<file path="src/rtl/wb_pkg.sv">
package wb_pkg;

   // Strobe behaviour in one clock cycle
   typedef enum logic [1:0] {
      STB_OFF = 2'd0,   // strobe released
      STB_LOW = 2'd1,   // preamble or postamble: driven low
      STB_RUN = 2'd2    // data cycle: high then low
   } stb_phase_e;

   function automatic bit legal_burst(input int burst_len);
      return (burst_len == 2) || (burst_len == 4) || (burst_len == 8) || (burst_len == 16);
   endfunction

   function automatic int pair_count(input int burst_len);
      return burst_len / 2;
   endfunction

endpackage

</file>
<file path="src/rtl/wb_seq.sv">
module wb_seq #(
   parameter int NP    = 2,
   parameter int IDX_W = 1,
   parameter int LEN_W = 2
) (
   input  logic             clk,
   input  logic             rst_n,
   input  logic             req_valid,
   input  logic [LEN_W-1:0] req_pairs,
   output logic             req_ready,
   output logic             issue,
   output logic             act,
   output logic             wanted,
   output logic             post,
   output logic [IDX_W-1:0] pidx
);

   localparam logic [IDX_W-1:0] LAST = IDX_W'(NP - 1);
   localparam logic [LEN_W-1:0] FULL = LEN_W'(NP);

   logic             act_q, post_q;
   logic [IDX_W-1:0] pidx_q;
   logic [LEN_W-1:0] len_q, len_d;
   logic             at_last, more_wanted;

   always_comb begin
      len_d = req_pairs;
      if (req_pairs == '0 || req_pairs > FULL) len_d = FULL;
   end

   assign at_last     = (pidx_q == LAST);
   assign more_wanted = act_q && ((LEN_W'(pidx_q) + LEN_W'(1)) < len_q);
   assign req_ready   = !more_wanted;
   assign issue       = req_valid && req_ready;

   always_ff @(posedge clk or negedge rst_n) begin
      if (!rst_n) begin
         act_q  <= 1'b0;
         post_q <= 1'b0;
         pidx_q <= '0;
         len_q  <= FULL;
      end else begin
         post_q <= act_q && at_last && !issue;
         if (issue) begin
            act_q  <= 1'b1;
            pidx_q <= '0;
            len_q  <= len_d;
         end else if (act_q) begin
            if (at_last) act_q <= 1'b0;
            else         pidx_q <= pidx_q + IDX_W'(1);
         end
      end
   end

   assign act    = act_q;
   assign post   = post_q;
   assign pidx   = pidx_q;
   assign wanted = act_q && (LEN_W'(pidx_q) < len_q);

   // padded pairs only ever follow an earlier data cycle
   a_r7_pad_follows_data: assert property (@(posedge clk) disable iff (!rst_n)
      (act_q && !wanted) |-> $past(act_q));

   // a stall only happens while a burst is running
   a_r6_stall_in_burst: assert property (@(posedge clk) disable iff (!rst_n)
      !req_ready |-> ($past(issue) || $past(act_q)));

endmodule

</file>
<file path="src/rtl/wb_pair_sel.sv">
module wb_pair_sel #(
   parameter int DQ_W  = 16,
   parameter int BYTES = 2,
   parameter int BL    = 4,
   parameter int NP    = 2,
   parameter int IDX_W = 1
) (
   input  logic               clk,
   input  logic               rst_n,
   input  logic               load,
   input  logic [BL*DQ_W-1:0] ld_data,
   input  logic [BL*BYTES-1:0] ld_mask,
   input  logic               wanted,
   input  logic [IDX_W-1:0]   pidx,
   output logic [DQ_W-1:0]    dq_rise,
   output logic [DQ_W-1:0]    dq_fall,
   output logic [BYTES-1:0]   dm_rise,
   output logic [BYTES-1:0]   dm_fall
);

   logic [DQ_W-1:0]  dat_q [BL];
   logic [BYTES-1:0] msk_q [BL];
   logic [DQ_W-1:0]  rd_r, rd_f;
   logic [BYTES-1:0] rm_r, rm_f;

   always_ff @(posedge clk or negedge rst_n) begin
      if (!rst_n) begin
         for (int e = 0; e < BL; e++) begin
            dat_q[e] <= '0;
            msk_q[e] <= '1;
         end
      end else if (load) begin
         for (int e = 0; e < BL; e++) begin
            dat_q[e] <= ld_data[e*DQ_W +: DQ_W];
            msk_q[e] <= ld_mask[e*BYTES +: BYTES];
         end
      end
   end

   generate
      if (NP == 1) begin : g_single
         assign rd_r = dat_q[0];
         assign rd_f = dat_q[1];
         assign rm_r = msk_q[0];
         assign rm_f = msk_q[1];
      end else begin : g_multi
         logic [IDX_W:0] e_rise, e_fall;
         assign e_rise = {pidx, 1'b0};
         assign e_fall = {pidx, 1'b1};
         assign rd_r = dat_q[e_rise];
         assign rd_f = dat_q[e_fall];
         assign rm_r = msk_q[e_rise];
         assign rm_f = msk_q[e_fall];
      end
   endgenerate

   always_comb begin
      dq_rise = '0;
      dq_fall = '0;
      dm_rise = '1;
      dm_fall = '1;
      if (wanted) begin
         dq_rise = rd_r;
         dq_fall = rd_f;
         dm_rise = rm_r;
         dm_fall = rm_f;
      end
   end

   // a byte is never written when no wanted pair is selected
   a_r9_masked_when_unwanted: assert property (@(posedge clk) disable iff (!rst_n)
      !wanted |-> ((&dm_rise) && (&dm_fall)));

endmodule

</file>
<file path="src/rtl/wb_holdoff.sv">
module wb_holdoff #(
   parameter int DLY = 2
) (
   input  logic clk,
   input  logic rst_n,
   input  logic busy,
   output logic ok
);

   generate
      if (DLY == 0) begin : g_none
         assign ok = !busy;
      end else begin : g_cnt
         localparam int CW = $clog2(DLY + 1);
         logic [CW-1:0] cnt_q;

         always_ff @(posedge clk or negedge rst_n) begin
            if (!rst_n)              cnt_q <= '0;
            else if (busy)           cnt_q <= CW'(DLY);
            else if (cnt_q != '0)    cnt_q <= cnt_q - CW'(1);
         end

         assign ok = !busy && (cnt_q == '0);

         // the cycle right after data is still held off
         a_r10_tail_blocks: assert property (@(posedge clk) disable iff (!rst_n)
            $past(busy) |-> !ok);
      end
   endgenerate

   // no permission while data is on the bus
   a_r10_busy_blocks: assert property (@(posedge clk) disable iff (!rst_n)
      busy |-> !ok);

endmodule

</file>
<file path="src/rtl/ddr_wr_burst.sv">
module ddr_wr_burst #(
   parameter int DQ_W   = 16,
   parameter int BL     = 4,
   parameter int BANK_W = 2,
   parameter int COL_W  = 10,
   parameter int T_WTR  = 2,
   parameter int T_WR   = 3,
   localparam int NP    = wb_pkg::pair_count(BL),
   localparam int BYTES = DQ_W / 8,
   localparam int LEN_W = $clog2(NP) + 1,
   localparam int IDX_W = (NP > 1) ? $clog2(NP) : 1
) (
   input  logic                clk,
   input  logic                rst_n,
   input  logic                req_valid,
   output logic                req_ready,
   input  logic [BANK_W-1:0]   req_bank,
   input  logic [COL_W-1:0]    req_col,
   input  logic                req_ap,
   input  logic [LEN_W-1:0]    req_pairs,
   input  logic [BL*DQ_W-1:0]  req_data,
   input  logic [BL*BYTES-1:0] req_mask,
   output logic                cmd_wr,
   output logic [BANK_W-1:0]   cmd_bank,
   output logic [COL_W-1:0]    cmd_col,
   output logic                cmd_ap,
   output logic [DQ_W-1:0]     dq_rise,
   output logic [DQ_W-1:0]     dq_fall,
   output logic [BYTES-1:0]    dm_rise,
   output logic [BYTES-1:0]    dm_fall,
   output logic                dq_oe,
   output logic                dqs_rise,
   output logic                dqs_fall,
   output logic                dqs_oe,
   output logic                rd_ok,
   output logic                pre_ok
);

   import wb_pkg::*;

   // elaboration-time parameter checks
   generate
      if (!legal_burst(BL)) begin : g_bad_bl
         $error("burst length must be 2, 4, 8 or 16");
      end
      if (DQ_W % 8 != 0 || DQ_W < 8) begin : g_bad_dq
         $error("data width must be a whole number of bytes");
      end
      if (T_WTR < 0 || T_WR < 0) begin : g_bad_dly
         $error("hold-off delays must not be negative");
      end
   endgenerate

   logic             issue, act, wanted, post;
   logic [IDX_W-1:0] pidx;
   stb_phase_e       phase;
   logic [1:0]       ok_vec;

   wb_seq #(.NP(NP), .IDX_W(IDX_W), .LEN_W(LEN_W)) u_seq (
      .clk       (clk),
      .rst_n     (rst_n),
      .req_valid (req_valid),
      .req_pairs (req_pairs),
      .req_ready (req_ready),
      .issue     (issue),
      .act       (act),
      .wanted    (wanted),
      .post      (post),
      .pidx      (pidx)
   );

   wb_pair_sel #(.DQ_W(DQ_W), .BYTES(BYTES), .BL(BL), .NP(NP), .IDX_W(IDX_W)) u_sel (
      .clk     (clk),
      .rst_n   (rst_n),
      .load    (issue),
      .ld_data (req_data),
      .ld_mask (req_mask),
      .wanted  (wanted),
      .pidx    (pidx),
      .dq_rise (dq_rise),
      .dq_fall (dq_fall),
      .dm_rise (dm_rise),
      .dm_fall (dm_fall)
   );

   // one hold-off counter for READ (index 0) and one for PRECHARGE (index 1)
   generate
      for (genvar gi = 0; gi < 2; gi++) begin : g_hold
         wb_holdoff #(.DLY(gi == 0 ? T_WTR : T_WR)) u_hold (
            .clk   (clk),
            .rst_n (rst_n),
            .busy  (act),
            .ok    (ok_vec[gi])
         );
      end
   endgenerate

   assign rd_ok  = ok_vec[0];
   assign pre_ok = ok_vec[1];

   // command bus
   assign cmd_wr   = issue;
   assign cmd_bank = issue ? req_bank : '0;
   assign cmd_col  = issue ? req_col  : '0;
   assign cmd_ap   = issue && req_ap;

   // strobe pattern
   always_comb begin
      if (act)                phase = STB_RUN;
      else if (post || issue) phase = STB_LOW;
      else                    phase = STB_OFF;
   end

   assign dqs_oe   = (phase != STB_OFF);
   assign dqs_rise = (phase == STB_RUN);
   assign dqs_fall = 1'b0;
   assign dq_oe    = act;

   a_r1_cmd_from_request: assert property (@(posedge clk) disable iff (!rst_n)
      cmd_wr |-> (req_valid && req_ready));

   a_r2_preamble_low: assert property (@(posedge clk) disable iff (!rst_n)
      (cmd_wr && !dq_oe) |-> (dqs_oe && !dqs_rise && !dqs_fall));

   a_r3_first_pair_next: assert property (@(posedge clk) disable iff (!rst_n)
      cmd_wr |=> (dq_oe && dqs_oe && dqs_rise && !dqs_fall));

   a_r4_first_element: assert property (@(posedge clk) disable iff (!rst_n)
      cmd_wr |=> (dq_rise == $past(req_data[DQ_W-1:0])));

   a_r5_first_mask: assert property (@(posedge clk) disable iff (!rst_n)
      cmd_wr |=> (dm_rise == $past(req_mask[BYTES-1:0])));

   a_r6_ready_only_in_data: assert property (@(posedge clk) disable iff (!rst_n)
      !req_ready |-> dq_oe);

   a_r8_postamble: assert property (@(posedge clk) disable iff (!rst_n)
      $fell(dq_oe) |-> (dqs_oe && !dqs_rise && !dqs_fall));

   a_r9_strobe_idle: assert property (@(posedge clk) disable iff (!rst_n)
      !dq_oe |-> (!dqs_rise && dq_rise == '0 && dq_fall == '0));

endmodule

</file>
<file path="config.mk">
export PLATFORM = sky130hd
export DESIGN_NAME = ddr_wr_burst
export DESIGN_NICKNAME = d
export VERILOG_FILES = /design/src/rtl/wb_pkg.sv /design/src/rtl/wb_seq.sv /design/src/rtl/wb_pair_sel.sv /design/src/rtl/wb_holdoff.sv /design/src/rtl/ddr_wr_burst.sv
export SDC_FILE = /design/constraint.sdc
export NUM_CORES = 1
export LEC_CHECK = 0
export ABC_AREA = 0
export BUFFER_PORTS_ARGS = -buffer_cell sky130_fd_sc_hd__buf_2
export CAP_MARGIN = 20
export CORE_MARGIN = 2
export CORE_UTILIZATION = 34
export CTS_CLUSTER_SIZE = 20
export DETAILED_ROUTE_END_ITERATION = 8
export REMOVE_ABC_BUFFERS = 1
export SYNTH_ARGS = -nofsm -noshare
export SYNTH_HDL_FRONTEND = slang
export SYNTH_SLANG_ARGS = --single-unit
export TNS_END_PERCENT = 50
</file>
<file path="constraint.sdc">
create_clock -name clk -period 5.45 [get_ports clk]
set_input_delay 0.8175 -clock clk [delete_from_list [all_inputs] [get_ports clk]]
set_output_delay 0.8175 -clock clk [all_outputs]
set_load 0.005 [all_outputs]
</file>
; Word-level counts from Yosys, hierarchy flattened
; Cells that the tools add are included.
[classes]
n_eq_ne = 1
n_mux = 31
addsub = 4
bitwise = 2
n_lt_le_gt_ge = 5
reduce_logical = 22
[ops]
columns = operator, count
row1 = two-way mux 16 bit, 6
row2 = binary-select mux 16 bit (select 2 bit), 2
row3 = two-way mux 2 bit, 13
row4 = nonzero test 2 bit, 6
row5 = two-way mux 10 bit, 1
row6 = binary-select mux 2 bit (select 2 bit), 2
row7 = logical AND 1 bit, 8
row8 = two-way mux 1 bit, 7
row9 = "greater-or-equal comparator 3 bit, second input constant", 2
row10 = logical NOT 2 bit, 3
row11 = inverter 2 -> 3 bit, 2
row12 = "subtractor 2 x 1 -> 2 bit, second input constant", 2
row13 = logical NOT 1 bit, 3
row14 = "adder 1 x 1 -> 2 bit, second input constant", 1
row15 = "equality test 2 bit, second input constant", 1
row16 = "> comparator 2 bit, second input constant", 1
row17 = logical OR 1 bit, 2
row18 = less-than comparator 1 x 2 -> 1 bit, 1
row19 = less-than comparator 2 bit, 1
row20 = "adder 1 bit, second input constant", 1
[totals]
elab_cells = 79
register_bits = 81
out_inout_bits = 57
in_bits = 90

; Longest topological paths before layout
[depth]
depth_word = 9
ltp_mapped = 8
depth_no_buf = 6

; Hierarchy
; From an unflattened synthesis, not the netlist that was laid out.
[hier_totals]
hier_cells = 292
hier_area_um2 = 4267.8
[by_module_without_submodules]
columns = module, area_per_inst_um2, instances, seq_area_each_um2, cells_each
row1 = wb_pair_sel, 3679.8, 1, 1811.7, 231
row2 = wb_seq, 254.0, 1, 126.4, 21
row3 = wb_holdoff at g_hold[1].u_hold, 112.6, 1, 50.0, 11
row4 = ddr_wr_burst, 111.4, 1, 0.0, 18
row5 = wb_holdoff at g_hold[0].u_hold, 110.1, 1, 50.0, 11

; Least setup slack after synthesis
; Ideal clock, no wire load.
[synth_path]
kind = register to output
startpoint = reg u_seq.len_q[1]
endpoint = out cmd_col[1]
path_slack_ps = 2979
required_ps = 4633
arrival_time_ps = 1653
n_path_buf = 2
stages_incl_launch_ff = 9
cell_sequence = dfstp_2 -> inv_1 -> ha_1 -> a21boi_2 -> o21ai_4 -> inv_4 -> buf_6 -> buf_6 -> and2_1
[synth_between]
elab_chain_len = 5
[synth_rtl]
columns = item, line
row1 = from (decl), wb_seq.sv:23  ; logic [LEN_W-1:0] len_q, len_d;
row2 = from (signal assigned), wb_seq.sv:47  ; len_q <= len_d;
row3 = less-than comparator 2 bit, wb_seq.sv:32  ; assign more_wanted = act_q && ((LEN_W'(pidx_q) + LEN_W'(1)) < len_q);
row4 = logical AND 1 bit, wb_seq.sv:32
row5 = logical NOT 1 bit, wb_seq.sv:33  ; assign req_ready = !more_wanted;
row6 = logical AND 1 bit, wb_seq.sv:34  ; assign issue = req_valid && req_ready;
row7 = via cmd_wr, ddr_wr_burst.sv:23  ; output logic cmd_wr,
row8 = two-way mux 10 bit, ddr_wr_burst.sv:104  ; assign cmd_col = issue ? req_col : '0;
row9 = to (decl), ddr_wr_burst.sv:25  ; output logic [COL_W-1:0] cmd_col,
; The timed path passes the listed nets, and every way through them passes these cells.

; Worst setup path after layout
[layout_path]
startpoint = reg u_seq.pidx_q, in the netlist u_seq.pidx
endpoint = out cmd_col[9]
[layout_between]
elab_chain_len = 6
[layout_rtl]
columns = item, line
row1 = from (decl), wb_seq.sv:22  ; logic [IDX_W-1:0] pidx_q;
row2 = from (signal assigned), wb_seq.sv:50  ; else pidx_q <= pidx_q + IDX_W'(1);
row3 = adder 1 x 1 -> 2 bit, wb_seq.sv:32
row4 = less-than comparator 2 bit, wb_seq.sv:32
row5 = logical AND 1 bit, wb_seq.sv:32
row6 = logical NOT 1 bit, wb_seq.sv:33
row7 = logical AND 1 bit, wb_seq.sv:34
row8 = two-way mux 10 bit, ddr_wr_burst.sv:104
; No other way between the ends.

==> results.json <==
{
  "status": "finished clean",
  "p_leak_nw": 2.74,
  "cp.arrival_ns": 2.53,
  "synth_area_leader_cell": "dfrtp_1",
  "io_buffers": 145,
  "cts-root-buf": "clkbuf_16",
  "hpwl_mm": 5.73,
  "routed_via_density": 4.56,
  "rsz0062_at_grt": "false",
  "tightest_slew_ns": 0.730,
  "clkTransAtPathRegs_ns": 0.06,
  "die_x_um": 114,
  "yosys.area_share.xor_xnor_pct": 0.426,
  "synth_adder_area_share_pct": 0.914,
  "regArea_um2": 2040,
  "period_share_pct": 61.4,
  "yosysMostFrequentCell": "mux2_4",
  "setup_tns_ns": 0,
  "row_count": 40,
  "num_antenna_cells": 0,
  "hold_viol_final": 0,
  "grt_start_max_net_pins": 82,
  "ioPinCount": 147,
  "grt_pass1_vias": 2766,
  "ys.flop_type": "dfrtp_1",
  "ys_ff_latch": 81,
  "cp-end-kind": "output pin",
  "max-slew-margin-rel_pct": 51.3,
  "synth-edff-count": 0,
  "max-vdd-ir-drop_uv": 261,
  "overflow": 0,
  "clkLatencyLatePin_ns": 0.33,
  "synthMuxAreaShare_pct": 34.7,
  "drt_iter0_drc": 84,
  "worst-r2r-setup-slack_ns": 2.44,
  "die-area_um2": 13000,
  "cpPeakStageDelay_ns": 0.65,
  "cp_cell_sequence": "buf_4, a21boi_2, o21ai_4, inv_4, and2_1, buf_2",
  "postCtsSetupBuffers": 0,
  "min_period_ns": 3.35,
  "cap_viol_max_count": 0,
  "crit_required_ns": 4.63,
  "cp_num_buf_inv": 3,
  "cts.sinks": 81,
  "drt_wl_total_mm": 8.58,
  "syn-cell-area_um2": 4110,
  "grt_pass1_wl_mm": 13.8,
  "critPathLaunchType": "register",
  "cpMaxStageDelayCell": "dfrtp_2",
  "route.detailed.drc": 0,
  "postLayoutCellArea_um2": 5240,
  "die_y_um": 114,
  "vias": 2673,
  "place_congestion": 0.728,
  "dr.pass1.iters": 4,
  "finalSetupViolCount": 0,
  "r2r_start": "u_seq.pidx$_DFFE_PN0P_",
  "synth_compound_area_share_pct": 2.22,
  "drive_above_1_share_pct": 57.9,
  "r2r_cells": 6,
  "async_flop_share_pct": 100,
  "drtAntennaViolNets": 0,
  "synth_top_area_share_pct": 43.8,
  "yosysWarnings": 0,
  "worstHoldPathType": "in -> async",
  "cts_tree": "built",
  "ys_seq_area_share_pct": 49.6,
  "ys_top_cells_by_area": "dfrtp_1 (44%), mux2_4 (27%), mux2i_1 (8.0%)",
  "p_per_area_nw_per_um2": 626,
  "drv_slew": 0,
  "h-tree-depth": 3,
  "final_nets": 527,
  "grtUsageTotal_pct": 13.6,
  "yosysUniqueCellTypes": 28,
  "synth_cells": 294,
  "hold_buffers": 0,
  "area_growth_pct": 27.4,
  "cts_resized": 0,
  "antenna_found_initial": 0,
  "crit_family": "buffers and inverters",
  "synth_top_family_by_area": "multiplexers",
  "multi_input_area_um2": 1890,
  "core-area_um2": 11900,
  "worstPathMaxFanout": 51,
  "timing.fmax_mhz": 299,
  "tritoncts.num_buffers": 9,
  "wl_per_cell_um": 14.6,
  "skew_ns": 0.00997,
  "avgSynthCellArea_um2": 14.0,
  "synth.top_cells.by_count": "mux2_4 (73), dfrtp_1 (72), nor2_1 (35)",
  "fin_util_pct": 44.0,
  "synthSimpleGateAreaFrac_pct": 7.34,
  "r2r_end": "u_sel.dat_q[10]$_DFFE_PN0P_",
  "worstSetupPathType": "reg -> out",
  "floorplan.initialDensity_pct": 34.5,
  "cts_buffer_depth": 2,
  "fillers": 1143,
  "place_area_um2": 4880
}
## registers in the layout (all words and copies together) (netlist names)
| name | count |
|---|---|
| u_seq.len_q | 2 |
| u_sel.msk_q | 8 |
| u_seq.post | 1 |
| g_hold.u_hold.g_cnt.cnt_q | 4 |
| u_seq.act | 1 |
| u_sel.dat_q | 64 |
| u_seq.pidx | 1 |
## layout by cell type, fill, tap and decap left out, types with 2 or more instances in the layout
cell       count
mux2_4        73
ha_1           3
and2_1        13
clkinv_2       4
xor2_1         2
a211o_1        4
mux2i_1       33
dfrtp_1       71
dfstp_2        9
o211ai_1       2
nand2_1        3
buf_16         2
buf_2        144
clkbuf_16      9
nor2b_1        7
inv_1          7
nor2_1        35
buf_4          3
o21ai_4        2
## how the worst max path moves through the flow
| stage | start | end | slack (ns) | cells past startpoint |
|---|---|---|---|---|
| floorplan | u_seq.pidx$_DFFE_PN0P_ | cmd_ap | 1.57 | 5 |
| global placement | u_seq.pidx$_DFFE_PN0P_ | cmd_ap | 2.45 | 6 |
| detailed placement | u_seq.pidx$_DFFE_PN0P_ | u_sel.dat_q[57]$_DFFE_PN0P_ | 2.40 | 6 |
| CTS | u_seq.pidx$_DFFE_PN0P_ | cmd_col[9] | 2.05 | 6 |
| global route | u_seq.pidx$_DFFE_PN0P_ | cmd_col[2] | 1.90 | 6 |
| finish | u_seq.pidx$_DFFE_PN0P_ | cmd_col[9] | 2.10 | 6 |
## power by group
group | leakage, nW | switching [W] | internal, W
Clock | 0.148 | 0.000235 | 0.000364
Combinational | 1.66 | 0.000622 | 0.000911
Sequential | 0.934 | 0.000211 | 0.000933
Total | 2.74 | 0.00107 | 0.00221
## stage by stage
stage / power [W] / hold slack, ns / std cells / setup WS (ns)
final: 0.00328 / 0.447 / 586 / 2.10
after global routing: 0.00351 / 0.463 / 586 / 1.90
after CTS: 0.00329 / 0.509 / 584 / 2.05
after detailed placement: 0.00267 / 0.492 / 568 / 2.40
after global placement: 0.00264 / 0.492 / 568 / 2.45
after floorplan: 0.00221 / 0.478 / 274 / 1.57
## cell families after synthesis
logic type,Yosys count
compound gates,10
xor+xnor,2
fa+ha+maj,3
buf+inv,28
flops,81
mux,106
other cells,1
simple gates,63
## metal layers
metal / GRT usage, % / wire (um)
met3: 4.78 / 619
met5: 0 / 0
met1: 18.1 / 3990
met2: 21.0 / 3850
met4: 4.31 / 118
## cell type report
class | instances | area share [%]
Clock inverter | 6 | 1.10
Clock buffer | 10 | 4.56
Multi-Input combinational cell | 185 | 36.0
Tap cell | 147 | 3.51
Inverter | 8 | 0.621
Timing Repair Buffer | 149 | 15.2
Sequential cell | 81 | 38.9
No activity file was read; power rests on OpenSTA's default activity.
